File: config.mk
export PLATFORM = sky130hd
export DESIGN_NAME = tile_addr_gen
export DESIGN_NICKNAME = d
export VERILOG_FILES = /design/src/rtl/tag_pkg.sv /design/src/rtl/tag_walker.sv /design/src/rtl/tag_split.sv /design/src/rtl/tag_merge.sv /design/src/rtl/tile_addr_gen.sv
export SDC_FILE = /design/constraint.sdc
export NUM_CORES = 1
export LEC_CHECK = 0
export BUFFER_PORTS_ARGS = -buffer_cell sky130_fd_sc_hd__buf_2
export CORE_ASPECT_RATIO = 0.6
export CORE_MARGIN = 2
export CORE_UTILIZATION = 40
export CTS_CLUSTER_DIAMETER = 200
export DETAILED_ROUTE_END_ITERATION = 12
export PLACE_DENSITY_LB_ADDON = 0.25
export REMOVE_ABC_BUFFERS = 1
export SETUP_SLACK_MARGIN = 0.05
export SLEW_MARGIN = 20
export SYNTH_ARGS = -nofsm -noshare
export SYNTH_HDL_FRONTEND = slang
export SYNTH_SLANG_ARGS = --single-unit
File: constraint.sdc
create_clock -name clk -period 28.1 [get_ports clk]
set_input_delay 5.62 -clock clk [delete_from_list [all_inputs] [get_ports clk]]
set_output_delay 5.62 -clock clk [all_outputs]
set_load 0.02 [all_outputs]
File: src/rtl/tag_pkg.sv
package tag_pkg;
   typedef enum logic [1:0] {
      MD_LINEAR    = 2'b00,
      MD_TILED     = 2'b01,
      MD_TILED_FLD = 2'b10,
      MD_RSVD      = 2'b11
   } tag_mode_e;

   // tile geometry: 128 bytes by 32 rows, 4096 bytes per tile
   localparam int TILE_W_LOG2 = 7;
   localparam int TILE_H_LOG2 = 5;
   localparam int TILE_B_LOG2 = TILE_W_LOG2 + TILE_H_LOG2;
   localparam int ESZ_MAX     = 4;
   localparam int ESZ_W       = 3;
endpackage

File: src/rtl/tag_walker.sv
module tag_walker #(
   parameter int ADDR_W  = 32,
   parameter int COORD_W = 12,
   parameter int XOFF_W  = 16,
   parameter int YOFF_W  = 14,
   parameter int PITCH_W = 18
) (
   input  logic               clk,
   input  logic               rst_n,
   input  logic               in_valid,
   output logic               in_ready,
   input  logic [ADDR_W-1:0]  in_base,
   input  logic [XOFF_W-1:0]  in_xoff,
   input  logic [YOFF_W-1:0]  in_yoff,
   input  logic [PITCH_W-1:0] in_pitch,
   input  logic [2:0]         in_esz,
   input  logic [1:0]         in_mode,
   input  logic [COORD_W-1:0] in_x,
   input  logic [COORD_W-1:0] in_y,
   input  logic               in_walk,
   input  logic [COORD_W-1:0] in_w,
   input  logic [COORD_W-1:0] in_h,
   input  logic               take,
   output logic               f_valid,
   output logic [ADDR_W-1:0]  f_base,
   output logic [XOFF_W-1:0]  f_xoff,
   output logic [YOFF_W-1:0]  f_yoff,
   output logic [PITCH_W-1:0] f_pitch,
   output logic [2:0]         f_esz,
   output logic [1:0]         f_mode,
   output logic [COORD_W-1:0] f_x,
   output logic [COORD_W-1:0] f_y,
   output logic               f_last
);
   logic               busy;
   logic [ADDR_W-1:0]  h_base;
   logic [XOFF_W-1:0]  h_xoff;
   logic [YOFF_W-1:0]  h_yoff;
   logic [PITCH_W-1:0] h_pitch;
   logic [2:0]         h_esz;
   logic [1:0]         h_mode;
   logic [COORD_W-1:0] h_w, h_h, cx, cy;
   logic [COORD_W-1:0] w_sel, h_sel;
   logic               walk_sel, x_end, y_end, fire;

   always_comb begin
      f_base   = busy ? h_base  : in_base;
      f_xoff   = busy ? h_xoff  : in_xoff;
      f_yoff   = busy ? h_yoff  : in_yoff;
      f_pitch  = busy ? h_pitch : in_pitch;
      f_esz    = busy ? h_esz   : in_esz;
      f_mode   = busy ? h_mode  : in_mode;
      w_sel    = busy ? h_w     : in_w;
      h_sel    = busy ? h_h     : in_h;
      walk_sel = busy | in_walk;
      f_x      = busy ? cx : (in_walk ? '0 : in_x);
      f_y      = busy ? cy : (in_walk ? '0 : in_y);
      // a zero extent behaves like one: x+1 >= 0 always holds
      x_end    = ({1'b0, f_x} + 1'b1) >= {1'b0, w_sel};
      y_end    = ({1'b0, f_y} + 1'b1) >= {1'b0, h_sel};
      f_last   = !walk_sel || (x_end && y_end);
      f_valid  = busy | in_valid;
      fire     = f_valid & take;
      in_ready = !busy & take;
   end

   always_ff @(posedge clk) begin
      if (!rst_n) begin
         busy    <= 1'b0;
         cx      <= '0;
         cy      <= '0;
         h_base  <= '0;
         h_xoff  <= '0;
         h_yoff  <= '0;
         h_pitch <= '0;
         h_esz   <= '0;
         h_mode  <= '0;
         h_w     <= '0;
         h_h     <= '0;
      end else if (fire) begin
         if (f_last) begin
            busy <= 1'b0;
         end else begin
            busy <= 1'b1;
            cx   <= x_end ? '0 : f_x + COORD_W'(1);
            cy   <= x_end ? f_y + COORD_W'(1) : f_y;
            if (!busy) begin
               h_base  <= in_base;
               h_xoff  <= in_xoff;
               h_yoff  <= in_yoff;
               h_pitch <= in_pitch;
               h_esz   <= in_esz;
               h_mode  <= in_mode;
               h_w     <= in_w;
               h_h     <= in_h;
            end
         end
      end
   end
endmodule

File: src/rtl/tag_split.sv
module tag_split
   import tag_pkg::*;
#(
   parameter int ADDR_W  = 32,
   parameter int COORD_W = 12,
   parameter int XOFF_W  = 16,
   parameter int YOFF_W  = 14,
   parameter int PITCH_W = 18,
   parameter int XB_W    = 17,
   parameter int YR_W    = 15
) (
   input  logic               clk,
   input  logic               rst_n,
   input  logic               i_valid,
   input  logic [ADDR_W-1:0]  i_base,
   input  logic [XOFF_W-1:0]  i_xoff,
   input  logic [YOFF_W-1:0]  i_yoff,
   input  logic [PITCH_W-1:0] i_pitch,
   input  logic [2:0]         i_esz,
   input  logic [1:0]         i_mode,
   input  logic [COORD_W-1:0] i_x,
   input  logic [COORD_W-1:0] i_y,
   input  logic               i_last,
   input  logic               adv,
   output logic               o_take,
   output logic               o_valid,
   output logic [ADDR_W-1:0]  o_base,
   output logic [ADDR_W-1:0]  o_row,
   output logic [ADDR_W-1:0]  o_col,
   output logic               o_fold,
   output logic               o_err,
   output logic               o_last
);
   localparam int TC_W = XB_W - TILE_W_LOG2;

   logic [XB_W-1:0]        xb;
   logic [YR_W-1:0]        yr, row_idx;
   logic [TILE_B_LOG2-1:0] ofs;
   logic                   tiled, err;
   logic [ADDR_W-1:0]      row_b, col_b;

   assign xb = XB_W'(i_xoff) + (XB_W'(i_x) << i_esz);
   assign yr = YR_W'(i_yoff) + YR_W'(i_y);

   // in-tile offset: x[3:0] low, then five row bits, then x[6:4]
   for (genvar b = 0; b < TILE_B_LOG2; b++) begin : g_ofs
      if (b < 4) begin : g_xl
         assign ofs[b] = xb[b];
      end else if (b < 4 + TILE_H_LOG2) begin : g_yr
         assign ofs[b] = yr[b-4];
      end else begin : g_xh
         assign ofs[b] = xb[b-TILE_H_LOG2];
      end
   end

   always_comb begin
      tiled   = (i_mode == MD_TILED) || (i_mode == MD_TILED_FLD);
      err     = (i_mode == MD_RSVD) || (i_esz > 3'(ESZ_MAX));
      row_idx = tiled ? (yr >> TILE_H_LOG2) : yr;
      row_b   = ADDR_W'(row_idx) * ADDR_W'(i_pitch);
      col_b   = tiled ? ADDR_W'({xb[XB_W-1:TILE_W_LOG2], ofs}) : ADDR_W'(xb);
   end

   assign o_take = !o_valid || adv;

   always_ff @(posedge clk) begin
      if (!rst_n) begin
         o_valid <= 1'b0;
         o_base  <= '0;
         o_row   <= '0;
         o_col   <= '0;
         o_fold  <= 1'b0;
         o_err   <= 1'b0;
         o_last  <= 1'b0;
      end else if (o_take) begin
         o_valid <= i_valid;
         if (i_valid) begin
            o_base <= i_base;
            o_row  <= row_b;
            o_col  <= col_b;
            o_fold <= (i_mode == MD_TILED_FLD);
            o_err  <= err;
            o_last <= i_last;
         end
      end
   end

   if (TC_W < 1) begin : g_bad_tc
      $error("tag_split: XB_W too narrow for a tile column");
   end
endmodule

File: src/rtl/tag_merge.sv
module tag_merge #(
   parameter int ADDR_W = 32
) (
   input  logic              clk,
   input  logic              rst_n,
   input  logic              i_valid,
   input  logic [ADDR_W-1:0] i_base,
   input  logic [ADDR_W-1:0] i_row,
   input  logic [ADDR_W-1:0] i_col,
   input  logic              i_fold,
   input  logic              i_err,
   input  logic              i_last,
   input  logic              out_ready,
   output logic              o_adv,
   output logic              out_valid,
   output logic [ADDR_W-1:0] out_addr,
   output logic              out_last,
   output logic              out_err
);
   logic [ADDR_W-1:0] sum, fin;

   always_comb begin
      sum = i_base + i_row + i_col;
      fin = sum;
      if (i_fold) fin[6] = sum[6] ^ sum[9];
      if (i_err)  fin = '0;
   end

   assign o_adv = !out_valid || out_ready;

   always_ff @(posedge clk) begin
      if (!rst_n) begin
         out_valid <= 1'b0;
         out_addr  <= '0;
         out_last  <= 1'b0;
         out_err   <= 1'b0;
      end else if (o_adv) begin
         out_valid <= i_valid;
         if (i_valid) begin
            out_addr <= fin;
            out_last <= i_last;
            out_err  <= i_err;
         end
      end
   end
endmodule

File: src/rtl/tile_addr_gen.sv
module tile_addr_gen #(
   parameter int ADDR_W  = 32,
   parameter int COORD_W = 12,
   parameter int XOFF_W  = 16,
   parameter int YOFF_W  = 14,
   parameter int PITCH_W = 18
) (
   input  logic               clk,
   input  logic               rst_n,
   input  logic               in_valid,
   output logic               in_ready,
   input  logic [ADDR_W-1:0]  in_base,
   input  logic [XOFF_W-1:0]  in_xoff,
   input  logic [YOFF_W-1:0]  in_yoff,
   input  logic [PITCH_W-1:0] in_pitch,
   input  logic [2:0]         in_esz,
   input  logic [1:0]         in_mode,
   input  logic [COORD_W-1:0] in_x,
   input  logic [COORD_W-1:0] in_y,
   input  logic               in_walk,
   input  logic [COORD_W-1:0] in_w,
   input  logic [COORD_W-1:0] in_h,
   output logic               out_valid,
   input  logic               out_ready,
   output logic [ADDR_W-1:0]  out_addr,
   output logic               out_last,
   output logic               out_err
);
   localparam int XB_W = ((XOFF_W > COORD_W + 4) ? XOFF_W : COORD_W + 4) + 1;
   localparam int YR_W = ((YOFF_W > COORD_W) ? YOFF_W : COORD_W) + 1;

   if (ADDR_W < 16) begin : g_bad_aw
      $error("tile_addr_gen: ADDR_W below 16");
   end
   if (XOFF_W < 7 || YOFF_W < 5) begin : g_bad_off
      $error("tile_addr_gen: offsets narrower than one tile");
   end
   if (YR_W > ADDR_W || PITCH_W > ADDR_W || XB_W + 5 > ADDR_W) begin : g_bad_fit
      $error("tile_addr_gen: address too narrow for its terms");
   end

   logic               f_valid, f_last, take, adv;
   logic [ADDR_W-1:0]  f_base;
   logic [XOFF_W-1:0]  f_xoff;
   logic [YOFF_W-1:0]  f_yoff;
   logic [PITCH_W-1:0] f_pitch;
   logic [2:0]         f_esz;
   logic [1:0]         f_mode;
   logic [COORD_W-1:0] f_x, f_y;
   logic               s_valid, s_fold, s_err, s_last;
   logic [ADDR_W-1:0]  s_base, s_row, s_col;

   tag_walker #(
      .ADDR_W(ADDR_W), .COORD_W(COORD_W), .XOFF_W(XOFF_W),
      .YOFF_W(YOFF_W), .PITCH_W(PITCH_W)
   ) u_walk (
      .clk(clk), .rst_n(rst_n),
      .in_valid(in_valid), .in_ready(in_ready),
      .in_base(in_base), .in_xoff(in_xoff), .in_yoff(in_yoff),
      .in_pitch(in_pitch), .in_esz(in_esz), .in_mode(in_mode),
      .in_x(in_x), .in_y(in_y), .in_walk(in_walk), .in_w(in_w), .in_h(in_h),
      .take(take), .f_valid(f_valid),
      .f_base(f_base), .f_xoff(f_xoff), .f_yoff(f_yoff), .f_pitch(f_pitch),
      .f_esz(f_esz), .f_mode(f_mode), .f_x(f_x), .f_y(f_y), .f_last(f_last)
   );

   tag_split #(
      .ADDR_W(ADDR_W), .COORD_W(COORD_W), .XOFF_W(XOFF_W),
      .YOFF_W(YOFF_W), .PITCH_W(PITCH_W), .XB_W(XB_W), .YR_W(YR_W)
   ) u_split (
      .clk(clk), .rst_n(rst_n),
      .i_valid(f_valid), .i_base(f_base), .i_xoff(f_xoff), .i_yoff(f_yoff),
      .i_pitch(f_pitch), .i_esz(f_esz), .i_mode(f_mode),
      .i_x(f_x), .i_y(f_y), .i_last(f_last),
      .adv(adv), .o_take(take), .o_valid(s_valid),
      .o_base(s_base), .o_row(s_row), .o_col(s_col),
      .o_fold(s_fold), .o_err(s_err), .o_last(s_last)
   );

   tag_merge #(.ADDR_W(ADDR_W)) u_merge (
      .clk(clk), .rst_n(rst_n),
      .i_valid(s_valid), .i_base(s_base), .i_row(s_row), .i_col(s_col),
      .i_fold(s_fold), .i_err(s_err), .i_last(s_last),
      .out_ready(out_ready), .o_adv(adv),
      .out_valid(out_valid), .out_addr(out_addr),
      .out_last(out_last), .out_err(out_err)
   );
endmodule

==> metrics <==
outcome finished clean; antenna viol nets, final 0; vias in the first global route ~20000; Net count, final 3503; Synth top area share about a fifth; Max FO, Critical Path 20; crit end category flip-flop; relative slew slack around a fifth; CP startpoint kind input pin; Netlist cell types just under 90; Core Region roughly 0.061 sq mm; Area Growth Syn to Fin 11.0%; Tmin final about 15 ns; hpwl dp slightly below 60 mm; WP data arrival 15.15 ns; CTS tree built; YS warnings 0; Root Buffer clkbuf_16; TritonCTS Sinks between 200 and 300; Crit Path Class input pin to flip-flop; fraction of layout cells with a size suffix above 1 around 14%; DRT Pass-1 Iters 6; Worst Tran Pin Value around 1.2 ns; Tot GR Track Use about a quarter; RSZ-0062 raised after global routing no; Sequential Area slightly above 0.005 sq mm; drt total wl about 75 mm; clock slew at reported path FFs about 0.060 ns; synthesized area per cell between 8 and 9 sq um; flop and latch count out of synthesis about 260; FFs w/ async S/R, synth 0%; Port-buffer cells between 150 and 200; CP max-delay cell xor2_1; sequential share of the synthesized area a little over a fifth; ys flop type dfxtp_1; 1st-iter DRT viols 1510; Final Hold Fails 0; die area roughly 0.063 sq mm; Die Ht approximately 200 microns; synthesized cell area approximately 0.024 sq mm; cts hold-fix bufs 0; first-pass GRT wire length 117 mm; Setup TNS 0 ns; number of I/O pins ~170; slowest stage delay, CP between 0.8 and 0.9 ns; filler instances slightly above 6000; initial antenna violation count 3; delay-heaviest family, CP adder cells; post-CTS sizing 0; cells after synthesis about 2800; standard-cell rows 70; largest net degree at the start of global routing between 90 and 100; crit path buf inv count 5; Max Cap Violations 0; CP dominant cell by count fa_1; clk buf depth 3; drt wl/cell between 15 and 20 microns; final slew viol count 0; Final period util 52.0%; CTS Buf Count 31; area of the multi-input gates roughly 0.018 sq mm; Vias/cell between 5 and 6; Initial Util between 40% and 50%; Critical Path RT approximately 29 ns; # setup viols final 0; Fin Clk Skew between 0.02 and 0.025 ns; Residual DRC 0; Synth area leaders dfxtp_1 21%, fa_1 19%, ha_1 9.6%; Routability Congestion between 0.9 and 1; Post-synth EDFFs 0; H-tree depth 1; DIE WIDTH ~320 microns; routed vias 20950; Fmax achieved 68.4 MHz; clk_lat worst skew 0.60 ns; class of the worst hold path flip-flop to flip-flop; post-synth top area cell dfxtp_1; Overflow after GRT 0; Post-CTS Setup Repair Bufs 0
## area by class of cell
type,count,share of cell area [%]
well taps,828,3.81
clock buffers,38,3.06
inverters,261,3.63
repair buffers,214,4.39
diodes,2,0.0184
multi-input cells,2181,65.2
flip-flops and latches,259,19.1
clock inverters,16,0.778
## path summary, 6_finish.rpt
kind	start	endpoint	slack (ns)	depth (start not counted)
worst min-delay path	u_walk.h_mode[1]$_SDFFE_PN0P_	u_walk.h_mode[1]$_SDFFE_PN0P_	0.45	2
worst max-delay path	in_walk	u_split.o_row[30]$_SDFFE_PN0P_	13.49	30
worst max register to register	u_walk.busy$_SDFFE_PN0P_	u_split.o_row[30]$_SDFFE_PN0P_	17.46	28
worst min register to register	u_walk.h_mode[1]$_SDFFE_PN0P_	u_walk.h_mode[1]$_SDFFE_PN0P_	0.45	2
## worst reg2reg max path: cells and delay by family, from the launching register on
kind            cells  cell delay (ns)
mux                 2             0.87
buf+inv             4             0.87
flops               1             1.01
fa+ha+maj           9             3.73
simple gates        3             0.41
xor+xnor            1             0.83
compound gates      9             2.86
## per-layer routing
layer | track usage [%] | wire [microns]
met3 | 5.42 | 6270
met5 | 0.996 | 97
met1 | 36.2 | 37000
met2 | 33.4 | 30200
met4 | 4.27 | 1290
## synthesized netlist by cell type, types with 20 or more instances
library cell	count
a211oi_1	58
clkbuf_1	93
ha_1	188
nor2_1	347
inv_1	259
a22oi_1	27
a211oi_2	48
fa_1	229
buf_2	27
a22o_1	20
nand2b_1	29
mux2_2	47
xor2_1	30
o21ai_0	92
dfxtp_1	259
nor3_1	42
mux2i_1	113
a21oi_1	188
nand3_1	53
a21o_1	37
nand2_1	307
xnor2_1	72
## sequential cells by signal (all words and copies together), names as in the netlist, 14 cells and up
name,cells
u_merge.out_addr,32
u_split.o_base,32
u_split.o_row,32
u_walk.h_base,32
u_split.o_col,22
u_walk.h_pitch,18
u_walk.h_xoff,16
u_walk.h_yoff,14
## through the flow
| step | hold WS (ns) | std cells | worst slack (ns) | area, sq um | utilization [%] |
|---|---|---|---|---|---|
| after floorplan | 0.432 | 2701 | 13.41 | 23800 | - |
| after detailed placement | 0.444 | 3742 | 13.14 | 26100 | 43.0 |
| final | 0.451 | 3799 | 13.49 | 27200 | 44.8 |
| after CTS | 0.452 | 3796 | 13.72 | 27100 | 44.7 |
| after global placement | 0.438 | 3742 | 13.34 | 26100 | 43.0 |
| after global routing | 0.470 | 3799 | 12.94 | 27200 | 44.8 |
## cell usage in the layout (no fill, tap or decap), drive strengths merged, types with 9 or more instances in the layout
cell type  instances
nor3              44
mux2              48
o211ai            12
o21bai            10
xor2              30
nand2            307
o21a              19
ha               188
nor4              13
xnor2             72
dfxtp            259
nor2b             18
o21ai            109
clkbuf            38
a21o              37
and2              10
nor2             349
fa               229
a211oi           106
mux2i            114
a21oi            188
nand3             53
or2               18
buf              214
nand2b            29
inv              264
a31oi             15
a22o              20
nand4              9
a22oi             29
nor3b              9
or3               12
## cell families after synthesis
logic type	share of synthesized area (%)
AND/OR/NAND/NOR	15.9
adder cells (fa/ha/maj)	28.3
buffers and inverters	6.82
AO/OA/AOI/OAI	17.2
multiplexers	6.92
flip-flops	21.2
XOR/XNOR	3.65
Power is not shown: default switching activity piles up to over one toggle a cycle in this logic, so the estimate is an artifact.
